File: src/rtl/ea_pkg.sv
package ea_pkg;
  typedef enum logic [1:0] {
    ST_IDLE = 2'd0,
    ST_EXT1 = 2'd1,
    ST_EXT2 = 2'd2,
    ST_FIN  = 2'd3
  } ea_state_t;

  localparam logic [1:0] SZ_BYTE = 2'd0;
  localparam logic [1:0] SZ_WORD = 2'd1;

  localparam logic [1:0] KIND_MEM  = 2'd0;
  localparam logic [1:0] KIND_DREG = 2'd1;
  localparam logic [1:0] KIND_AREG = 2'd2;
  localparam logic [1:0] KIND_IMM  = 2'd3;
endpackage

File: src/rtl/ea_step.sv
// Step size for postincrement / predecrement.
module ea_step #(
  parameter int          SW     = 3,
  parameter logic [2:0]  SP_REG = 3'd7
) (
  input  logic [1:0]    size_i,
  input  logic [2:0]    reg_i,
  output logic [SW-1:0] step_o
);
  always_comb begin
    case (size_i)
      2'd0:    step_o = (reg_i == SP_REG) ? SW'(2) : SW'(1);
      2'd1:    step_o = SW'(2);
      default: step_o = SW'(4);
    endcase
  end
endmodule

File: src/rtl/ea_index.sv
// Brief index word: register select, width, scale and 8-bit displacement.
module ea_index #(
  parameter int DW = 32
) (
  input  logic [15:0]   ext_i,
  input  logic [DW-1:0] idx_data_i,
  output logic          idx_is_addr_o,
  output logic [2:0]    idx_sel_o,
  output logic [DW-1:0] offset_o
);
  logic [DW-1:0] idx_val;
  logic [DW-1:0] disp;

  assign idx_is_addr_o = ext_i[15];
  assign idx_sel_o     = ext_i[14:12];

  always_comb begin
    if (ext_i[11]) idx_val = idx_data_i;
    else           idx_val = {{(DW-16){idx_data_i[15]}}, idx_data_i[15:0]};
    disp     = {{(DW-8){ext_i[7]}}, ext_i[7:0]};
    offset_o = disp + (idx_val << ext_i[10:9]);
  end
endmodule

File: src/rtl/ea_seq.sv
// Control sequence: capture request, fetch up to two extension words.
module ea_seq
  import ea_pkg::*;
#(
  parameter int DW = 32,
  parameter int AW = 24
) (
  input  logic          clk,
  input  logic          rst_n,
  input  logic          start_i,
  input  logic [2:0]    mode_i,
  input  logic [2:0]    reg_i,
  input  logic [1:0]    size_i,
  input  logic          addr_only_i,
  input  logic [DW-1:0] pc_i,
  input  logic          fetch_ready_i,
  input  logic [15:0]   fetch_data_i,
  output logic          fetch_valid_o,
  output logic [AW-1:0] fetch_addr_o,
  output logic          busy_o,
  output logic          fin_o,
  output logic [2:0]    mode_q,
  output logic [2:0]    reg_q,
  output logic [1:0]    size_q,
  output logic          err_q,
  output logic [DW-1:0] pc_start_q,
  output logic [DW-1:0] pc_cur_q,
  output logic [15:0]   ext_hi_q,
  output logic [15:0]   ext_lo_q
);
  localparam int PC_STEP = 2;

  ea_state_t     state_q, state_d;
  logic [1:0]    nwords_q, nwords_in;
  logic          err_in, take, hs;
  logic          hi_en, lo_en, pc_en;
  logic [DW-1:0] pc_cur_d;

  // decode of the incoming request
  always_comb begin
    err_in = ((mode_i == 3'd7) && (reg_i > 3'd4)) ||
             (addr_only_i && ((mode_i < 3'd2) || ((mode_i == 3'd7) && (reg_i == 3'd4))));
    nwords_in = 2'd0;
    if (!err_in) begin
      case (mode_i)
        3'd5, 3'd6: nwords_in = 2'd1;
        3'd7: begin
          case (reg_i)
            3'd0, 3'd2, 3'd3: nwords_in = 2'd1;
            3'd1:             nwords_in = 2'd2;
            3'd4:             nwords_in = ((size_i == SZ_BYTE) || (size_i == SZ_WORD)) ? 2'd1 : 2'd2;
            default:          nwords_in = 2'd0;
          endcase
        end
        default: nwords_in = 2'd0;
      endcase
    end
  end

  assign fetch_valid_o = (state_q == ST_EXT1) || (state_q == ST_EXT2);
  assign fetch_addr_o  = pc_cur_q[AW-1:0];
  assign busy_o        = (state_q != ST_IDLE);
  assign fin_o         = (state_q == ST_FIN);
  assign hs            = fetch_valid_o && fetch_ready_i;
  assign take          = (state_q == ST_IDLE) && start_i;
  assign pc_cur_d      = pc_cur_q + DW'(PC_STEP);

  // next state
  always_comb begin
    state_d = state_q;
    hi_en   = 1'b0;
    lo_en   = 1'b0;
    pc_en   = 1'b0;
    case (state_q)
      ST_IDLE: if (start_i) state_d = (nwords_in == 2'd0) ? ST_FIN : ST_EXT1;
      ST_EXT1: if (hs) begin
        hi_en   = 1'b1;
        pc_en   = 1'b1;
        state_d = (nwords_q == 2'd2) ? ST_EXT2 : ST_FIN;
      end
      ST_EXT2: if (hs) begin
        lo_en   = 1'b1;
        pc_en   = 1'b1;
        state_d = ST_FIN;
      end
      default: state_d = ST_IDLE;
    endcase
  end

  always_ff @(posedge clk or negedge rst_n) begin
    if (!rst_n) state_q <= ST_IDLE;
    else        state_q <= state_d;
  end

  always_ff @(posedge clk or negedge rst_n) begin
    if (!rst_n) begin
      mode_q     <= '0;
      reg_q      <= '0;
      size_q     <= '0;
      err_q      <= 1'b0;
      nwords_q   <= '0;
      pc_start_q <= '0;
      pc_cur_q   <= '0;
      ext_hi_q   <= '0;
      ext_lo_q   <= '0;
    end else begin
      if (take) begin
        mode_q     <= mode_i;
        reg_q      <= reg_i;
        size_q     <= size_i;
        err_q      <= err_in;
        nwords_q   <= nwords_in;
        pc_start_q <= pc_i;
        pc_cur_q   <= pc_i;
      end else if (pc_en) begin
        pc_cur_q   <= pc_cur_d;
      end
      if (hi_en) ext_hi_q <= fetch_data_i;
      if (lo_en) ext_lo_q <= fetch_data_i;
    end
  end

  AST_FETCH_PC_ADV: assert property (@(posedge clk) disable iff (!rst_n)
    hs |=> (pc_cur_q == $past(pc_cur_q) + DW'(PC_STEP)));
  AST_FETCH_HOLD: assert property (@(posedge clk) disable iff (!rst_n)
    (fetch_valid_o && !fetch_ready_i) |=> (fetch_valid_o && $stable(fetch_addr_o)));
  AST_START_IGNORED: assert property (@(posedge clk) disable iff (!rst_n)
    (busy_o && start_i) |=> ($stable(mode_q) && $stable(pc_start_q)));
endmodule

File: src/rtl/ea_calc_unit.sv
// Effective address calculator top.
module ea_calc_unit
  import ea_pkg::*;
#(
  parameter int DW = 32,
  parameter int AW = 24
) (
  input  logic          clk,
  input  logic          rst_n,
  input  logic          start_i,
  input  logic [2:0]    mode_i,
  input  logic [2:0]    reg_i,
  input  logic [1:0]    size_i,
  input  logic          addr_only_i,
  input  logic [DW-1:0] pc_i,
  output logic [2:0]    base_rd_sel_o,
  input  logic [DW-1:0] base_rd_data_i,
  output logic          idx_rd_is_addr_o,
  output logic [2:0]    idx_rd_sel_o,
  input  logic [DW-1:0] idx_rd_data_i,
  output logic          fetch_valid_o,
  output logic [AW-1:0] fetch_addr_o,
  input  logic          fetch_ready_i,
  input  logic [15:0]   fetch_data_i,
  output logic          busy_o,
  output logic          done_o,
  output logic          err_o,
  output logic [1:0]    kind_o,
  output logic [AW-1:0] ea_o,
  output logic [DW-1:0] imm_o,
  output logic          wb_en_o,
  output logic [2:0]    wb_reg_o,
  output logic [DW-1:0] wb_val_o,
  output logic [DW-1:0] pc_o
);
  localparam int SW = 3;

  logic          fin;
  logic [2:0]    mode_q, reg_q;
  logic [1:0]    size_q;
  logic          err_q;
  logic [DW-1:0] pc_start_q, pc_cur_q;
  logic [15:0]   ext_hi_q, ext_lo_q;
  logic [SW-1:0] step;
  logic [DW-1:0] offset, disp16, base, ea_full, wb_val, imm;
  logic [1:0]    kind;
  logic          wb_en;

  ea_seq #(.DW(DW), .AW(AW)) seq_i (
    .clk(clk), .rst_n(rst_n), .start_i(start_i), .mode_i(mode_i), .reg_i(reg_i),
    .size_i(size_i), .addr_only_i(addr_only_i), .pc_i(pc_i),
    .fetch_ready_i(fetch_ready_i), .fetch_data_i(fetch_data_i),
    .fetch_valid_o(fetch_valid_o), .fetch_addr_o(fetch_addr_o), .busy_o(busy_o),
    .fin_o(fin), .mode_q(mode_q), .reg_q(reg_q), .size_q(size_q), .err_q(err_q),
    .pc_start_q(pc_start_q), .pc_cur_q(pc_cur_q), .ext_hi_q(ext_hi_q), .ext_lo_q(ext_lo_q)
  );

  ea_step #(.SW(SW), .SP_REG(3'd7)) step_i (
    .size_i(size_q), .reg_i(reg_q), .step_o(step)
  );

  ea_index #(.DW(DW)) index_i (
    .ext_i(ext_hi_q), .idx_data_i(idx_rd_data_i),
    .idx_is_addr_o(idx_rd_is_addr_o), .idx_sel_o(idx_rd_sel_o), .offset_o(offset)
  );

  assign base_rd_sel_o = reg_q;
  assign base          = base_rd_data_i;
  assign disp16        = {{(DW-16){ext_hi_q[15]}}, ext_hi_q};

  always_comb begin
    ea_full = '0;
    kind    = KIND_MEM;
    imm     = '0;
    wb_en   = 1'b0;
    wb_val  = base;
    if (!err_q) begin
      case (mode_q)
        3'd0: kind = KIND_DREG;
        3'd1: kind = KIND_AREG;
        3'd2: ea_full = base;
        3'd3: begin
          ea_full = base;
          wb_en   = 1'b1;
          wb_val  = base + DW'(step);
        end
        3'd4: begin
          wb_en   = 1'b1;
          wb_val  = base - DW'(step);
          ea_full = wb_val;
        end
        3'd5: ea_full = base + disp16;
        3'd6: ea_full = base + offset;
        default: begin
          case (reg_q)
            3'd0: ea_full = disp16;
            3'd1: ea_full = DW'({ext_hi_q, ext_lo_q});
            3'd2: ea_full = pc_start_q + disp16;
            3'd3: ea_full = pc_start_q + offset;
            3'd4: begin
              kind = KIND_IMM;
              if (size_q == SZ_BYTE)      imm = {{(DW-8){ext_hi_q[7]}}, ext_hi_q[7:0]};
              else if (size_q == SZ_WORD) imm = disp16;
              else                        imm = DW'({ext_hi_q, ext_lo_q});
            end
            default: ea_full = '0;
          endcase
        end
      endcase
    end
  end

  assign done_o   = fin;
  assign err_o    = fin && err_q;
  assign kind_o   = kind;
  assign ea_o     = ea_full[AW-1:0];
  assign imm_o    = imm;
  assign wb_en_o  = fin && wb_en;
  assign wb_reg_o = reg_q;
  assign wb_val_o = wb_val;
  assign pc_o     = pc_cur_q;

  AST_DONE_PULSE: assert property (@(posedge clk) disable iff (!rst_n)
    done_o |=> !done_o);
  AST_ERR_NO_WB: assert property (@(posedge clk) disable iff (!rst_n)
    (done_o && err_o) |-> (!wb_en_o && (kind_o == KIND_MEM) && !fetch_valid_o));
  AST_PREDEC_MATCH: assert property (@(posedge clk) disable iff (!rst_n)
    (done_o && wb_en_o && (mode_q == 3'd4)) |-> (ea_o == wb_val_o[AW-1:0]));
  AST_POSTINC_AHEAD: assert property (@(posedge clk) disable iff (!rst_n)
    (done_o && wb_en_o && (mode_q == 3'd3)) |-> (wb_val_o[AW-1:0] != ea_o));
endmodule

File: config.mk
export PLATFORM = sky130hd
export DESIGN_NAME = ea_calc_unit
export DESIGN_NICKNAME = d
export VERILOG_FILES = /design/src/rtl/ea_pkg.sv /design/src/rtl/ea_step.sv /design/src/rtl/ea_index.sv /design/src/rtl/ea_seq.sv /design/src/rtl/ea_calc_unit.sv
export SDC_FILE = /design/constraint.sdc
export NUM_CORES = 1
export LEC_CHECK = 0
export BUFFER_PORTS_ARGS = -buffer_cell sky130_fd_sc_hd__buf_2
export CAP_MARGIN = 20
export CORE_ASPECT_RATIO = 2
export CORE_UTILIZATION = 61
export DETAILED_ROUTE_END_ITERATION = 8
export PLACE_DENSITY = 0.9
export SLEW_MARGIN = 0
export SYNTH_ARGS = -nofsm -noshare
export SYNTH_HDL_FRONTEND = slang
export SYNTH_SLANG_ARGS = --single-unit
export TNS_END_PERCENT = 20
File: constraint.sdc
create_clock -name clk -period 13.9 [get_ports clk]
set_input_delay 2.78 -clock clk [delete_from_list [all_inputs] [get_ports clk]]
set_output_delay 2.78 -clock clk [all_outputs]
set_load 0.05 [all_outputs]
Word-level counts from Yosys, hierarchy flattened:

Index checks and enable logic that the tools add are counted.

* logic and storage cells: 111
* output and inout port bits: 161
* register bits after elaboration: 101

* add/subtract/negate cells: 8
* equal/unequal tests: 27
* $lt $le $gt $ge: 2
* muxes and demuxes: 34
* shift operators: 1
* reductions and logical operators: 29

Operators with widths (number)
* two-way mux 32 bit: 8
* adder 24 bit: 5
* case mux 24 bit (5 select lines): 1
* case mux 24 bit (4 select lines): 1
* case mux 32 bit (2 select lines): 1
* adder 32 x 2 -> 32 bit (second input constant): 1
* adder 32 x 3 -> 32 bit: 1
* left shift 32 x 2 -> 24 bit: 1
* subtractor 32 x 3 -> 32 bit: 1
* two-way mux 31 bit: 1
* == test 3 bit (second input constant): 9
* two-way mux 24 bit: 1
* == test 3 x 2 -> 1 bit (second input constant): 6
* two-way mux 2 bit: 9
* case mux 2 bit (3 select lines): 3
* OR reduction 2 bit: 5
* == test 3 x 1 -> 1 bit (second input constant): 3
* logical NOT 3 bit: 3
* logical NOT 2 bit: 4
* logical AND 1 bit: 7
* two-way mux 1 bit: 7
* OR reduction 7 bit: 1
* == test 2 x 1 -> 1 bit (second input constant): 3
* == test 2 bit (second input constant): 3
* other kinds (11): 16

Depth between registers and ports, before layout:

* depth after elaboration: 10
* gate-level depth with buffers: 27
* depth with buffers taken out: 25

Hierarchy:

From an unflattened synthesis, not the netlist that was laid out.

* cell total of the unflattened synthesis: 1908
* area total of the unflattened synthesis: 13982.2 µm²

By module, submodules not included
* ea_calc_unit: cells each 1055, times used 1, area each 6389.9 µm²
* ea_seq: cells each 513, times used 1, area each 5064.9 µm²
* ea_index: cells each 336, times used 1, area each 2504.9 µm²
* ea_step: cells each 4, times used 1, area each 22.5 µm²

Worst setup path before layout:

OpenSTA, ideal clock, no wires.

* path kind: in2out
* start point: input port idx_rd_data_i[3]
* end point: output port ea_o[15]
* cell stages on the path: 22
* slack: 2.308 ns
* buffers on the path: 0
* arrival time: 8.812 ns
* data required time: 11.120 ns
* cells stage by stage: mux4_2 > ha_1 > or4_1 > o21ai_0 > nor3_1 > o31a_1 > o21ai_0 > nand2b_1 > a21oi_1 > xor2_1 > o21ai_1 > ha_1 > nand2_1 > nor2_1 > a22oi_1 > o31ai_1 > o21ai_0 > nor2b_1 > xnor2_1 > a221o_1 > o21ai_0 > a2111oi_0

* word-level cells in the longest chain between the ends: 7

Ends and longest elaborated chain
* from (decl): line ea_calc_unit.sv:20 `input logic [DW-1:0] idx_rd_data_i,`
* two-way mux 32 bit (*): line ea_index.sv:18 `if (ext_i[11]) idx_val = idx_data_i;`
* left shift 32 x 2 -> 24 bit (*): line ea_index.sv:21 `offset_o = disp + (idx_val << ext_i[10:9]);`
* adder 24 bit (*): line ea_index.sv:21
* adder 24 bit: line ea_calc_unit.sv:99 `3'd3: ea_full = pc_start_q + offset;`
* case mux 24 bit (4 select lines): line ea_calc_unit.sv:95 `case (reg_q)`
* case mux 24 bit (5 select lines) (*): line ea_calc_unit.sv:78 `case (mode_q)`
* two-way mux 24 bit (*): line ea_calc_unit.sv:77 `if (!err_q) begin`
* to (decl): line ea_calc_unit.sv:29 `output logic [AW-1:0] ea_o,`

Every way passes the cells marked *; elsewhere a longest branch is shown, timed or not.

Worst setup path after layout:

* start point: input port idx_rd_data_i[2]
* end point: output port ea_o[23]

Same word-level chain as after synthesis.

==> flow_summary.yaml <==
run_status:
  status: "completed"
grt:
  grt_util_met3: 0.123
  grt_antenna_before_repair: 1
  grt_pass1_wl_mm: 69.6
  busiest_layer: "met2"
  grt_usage: 0.445
  first_global_vias: 13371
  overflow: 0
  grt_max_degree: 73
  use_met1: 0.439
  grt_use_met2: 0.738
hold_path:
  hp-class: "flop to flop"
detailed_routing:
  drtAntennaViolNets: 0
  via_per_inst: 6.51
  drt_first_pass_iters: 6
  initialDrtViolationCount: 1104
  route.detailed.drc: 0
  num_vias: 13661
  routed_wl_mm: 44.9
  routedWlPerCell_um: 21.4
synth:
  synthTopCellsByArea: "dfrtp_1 21%, ha_1 8.2%, o21ai_0 6.6%, nand2_1 6.3%, a21oi_1 6.0%"
  synthXorXnorAreaFrac: 0.0951
  synth_fa_ha_area_frac: 0.0922
  synthFlopType: "dfrtp_1"
  synth-seq-cells: 101
  yosysWarnings: 0
  synth_simple_gate_area_share: 0.213
  postSynth.asyncResetShare: 1.00
  synth_cell_type_count: 81
  synth_compound_area_frac: 0.256
  syn-instance-count: 1651
  synth_edf_count: 0
  synth_top_family_by_area: "compound AO/OA/AOI/OAI gates"
  synth_fp_nets: 1862
  synth_top_area_share: 0.205
  syn_avg_cell_area_um2: 7.45
  yosysTopAreaCell: "dfrtp_1"
  yosysSeqAreaShare: 0.205
  synthMuxAreaShare: 0.0698
  synth_area_um2: 12300
job:
  max_cap_violations: 0
clock_tree:
  cts_buffer_depth: 2
  cts_tree: "done"
  path_clk_slew_ps: 70
  clkSinkCount: 101
  post_cts_buffers: 0
  htree_levels: 3
  clock_latency_ps: 370
  hold_buffers: 0
  cts_resized: 0
  cts_root_buffer: "clkbuf_16"
  cts-buffers-inserted: 9
sta:
  tightest_slew_ps: 1100
  slew_violations: 0
  tns_ps: 0
  finClkSkew_ps: 13.7
  finalHoldViolations: 0
  min_period_ps: 11830
  setup_viol: 0
  period_share: 0.851
  max_freq_ghz: 0.0846
  slew_headroom: 0.264
  rsz0062_at_grt: "false"
floorplan:
  die_h_um: 203
  num_io_pins: 286
  die_w_um: 102
  core-area_um2: 19800
  dieArea_um2: 20800
  initial_core_util: 0.621
  rows: 73
place:
  portBuffers: 277
  hpwl_mm: 34.8
  gp_congestion: 1.09
critical_path:
  path_class: "input port to primary output"
  crit_buf_inv: 2
  arrival_ps: 9050
  critical_path.startpoint_type: "input port"
  max_stage_delay_ps: 680
  cpMaxStageDelayCell: "xor2_1"
  crit_path_frequent_cell: "a21oi_1"
  cp_top_family: "compound AO/OA/AOI/OAI gates"
  crit_chain: "buf_2 -> mux2i_1 -> o21ai_0 -> ha_1 -> nor2b_1 -> o21ai_1 -> a21oi_1 -> o21a_1 -> a21oi_1 -> o21bai_1 -> a21oi_1 -> xor2_1 -> o21ai_0 -> ha_1 -> nand3_1 -> o31ai_1 -> o221ai_1 -> mux2i_1 -> nor2_1 -> xor2_1 -> a21oi_1 -> a21oi_1 -> buf_2"
  cp.required_ps: 11120
  cp_max_fo: 7
  end_kind: "primary output"
final_layout:
  finish.net_count: 2042
  final_common_cell: "buf_2"
  layout_common_cells: "276 x buf_2, 207 x nand2_1, 161 x o21ai_0"
  drive_above_1_share: 0.206
  syn_to_final_growth_pct: 13.2
  fillCellCount: 1660
-- synth_stat cells, types with 6 or more instances --
cell,number
o21bai_1,14
o21ai_1,26
nor2_1,135
and3_1,20
nor2b_1,21
o21ai_0,161
a31oi_1,15
inv_1,61
or3_1,11
mux2_2,36
nand3_1,45
buf_1,10
a21o_1,26
nor3_1,24
and2_1,15
ha_1,81
a221oi_1,21
a21oi_1,148
o31ai_1,6
mux4_2,9
o211ai_1,10
nor4_1,7
mux2i_1,25
a22oi_1,8
and4_1,6
nand2b_1,13
xnor2_1,72
nand2_1,207
a211oi_1,25
xor2_1,59
a2111oi_0,7
buf_4,30
nand4_1,13
o21a_1,13
clkbuf_1,86
dfrtp_1,101
-- sequential cells by signal, summed over array words and instances (netlist names) --
| name | flops |
|---|---|
| seq_i.err_q | 1 |
| seq_i.ext_hi_q | 16 |
| seq_i.ext_lo_q | 16 |
| seq_i.mode_q | 3 |
| seq_i.nwords_q | 2 |
| seq_i.pc_cur_q | 32 |
| seq_i.pc_start_q | 24 |
| seq_i.reg_q | 3 |
| seq_i.size_q | 2 |
| seq_i.state_q | 2 |
-- cells by family (layout without fill, tap and decap cells) --
| logic type | after synthesis | in the layout |
|---|---|---|
| other | 0 | 1 |
| AOI/OAI and AO/OA | 521 | 521 |
| and+or+nand+nor | 549 | 549 |
| buffers and inverters | 190 | 375 |
| xor gates and xnor gates | 132 | 132 |
| adders and majority gates | 88 | 88 |
| DFF | 101 | 101 |
| muxes | 70 | 70 |
-- final cells by class --
cell class | instances | area (um2) | share of cell area
Antenna cell | 1 | 2.50 | 0.000180
Clock buffer | 9 | 225 | 0.0162
Inverter | 62 | 233 | 0.0167
Tap cell | 262 | 328 | 0.0235
Multi-Input combinational cell | 1360 | 8940 | 0.642
Timing Repair Buffer | 297 | 1590 | 0.114
Sequential cell | 101 | 2530 | 0.182
Clock inverter | 7 | 80.1 | 0.00575
-- through the flow --
step | setup slack, ps | util | cell area, um2 | instances | hold WS (ps)
after floorplan | 2310 | - | 12300 | 1651 | 441
after global placement | 2560 | 0.683 | 13500 | 2079 | 458
after detailed placement | 2510 | 0.683 | 13500 | 2079 | 471
after CTS | 2500 | 0.698 | 13800 | 2095 | 500
after global routing | 1500 | 0.703 | 13900 | 2099 | 526
final | 2070 | 0.703 | 13900 | 2099 | 494
-- worst min-delay path, cell delays in order, from the launching register on --
cell     delay [ps]
dfrtp_1         350
nand2_1          50
nand2_1          60
-- path summary, 6_finish.rpt --
path	slack (ps)	start	end	depth (start not counted)
max reg2reg	11230	seq_i.state_q[0]$_DFFE_PN0P_	seq_i.pc_cur_q[23]$_DFFE_PN0P_	9
max	2070	idx_rd_data_i[2]	ea_o[23]	23
min	490	seq_i.pc_start_q[14]$_DFFE_PN0P_	seq_i.pc_start_q[14]$_DFFE_PN0P_	2
max in group asynchronous	10320	rst_n	seq_i.ext_hi_q[13]$_DFFE_PN0P_	2
min reg2reg	490	seq_i.pc_start_q[14]$_DFFE_PN0P_	seq_i.pc_start_q[14]$_DFFE_PN0P_	2
min in group asynchronous	2410	rst_n	seq_i.mode_q[0]$_DFFE_PN0P_	1
-- metal layers --
layer,vias to the layer above,wire length (um)
li1,6255,-
met4,0,4460
met5,-,0
met1,6362,14700
met3,273,3350
met2,771,22300
Power is left out: the tool's default activity adds up to more than one toggle a clock period on the data nets, which glitch-free logic cannot reach.
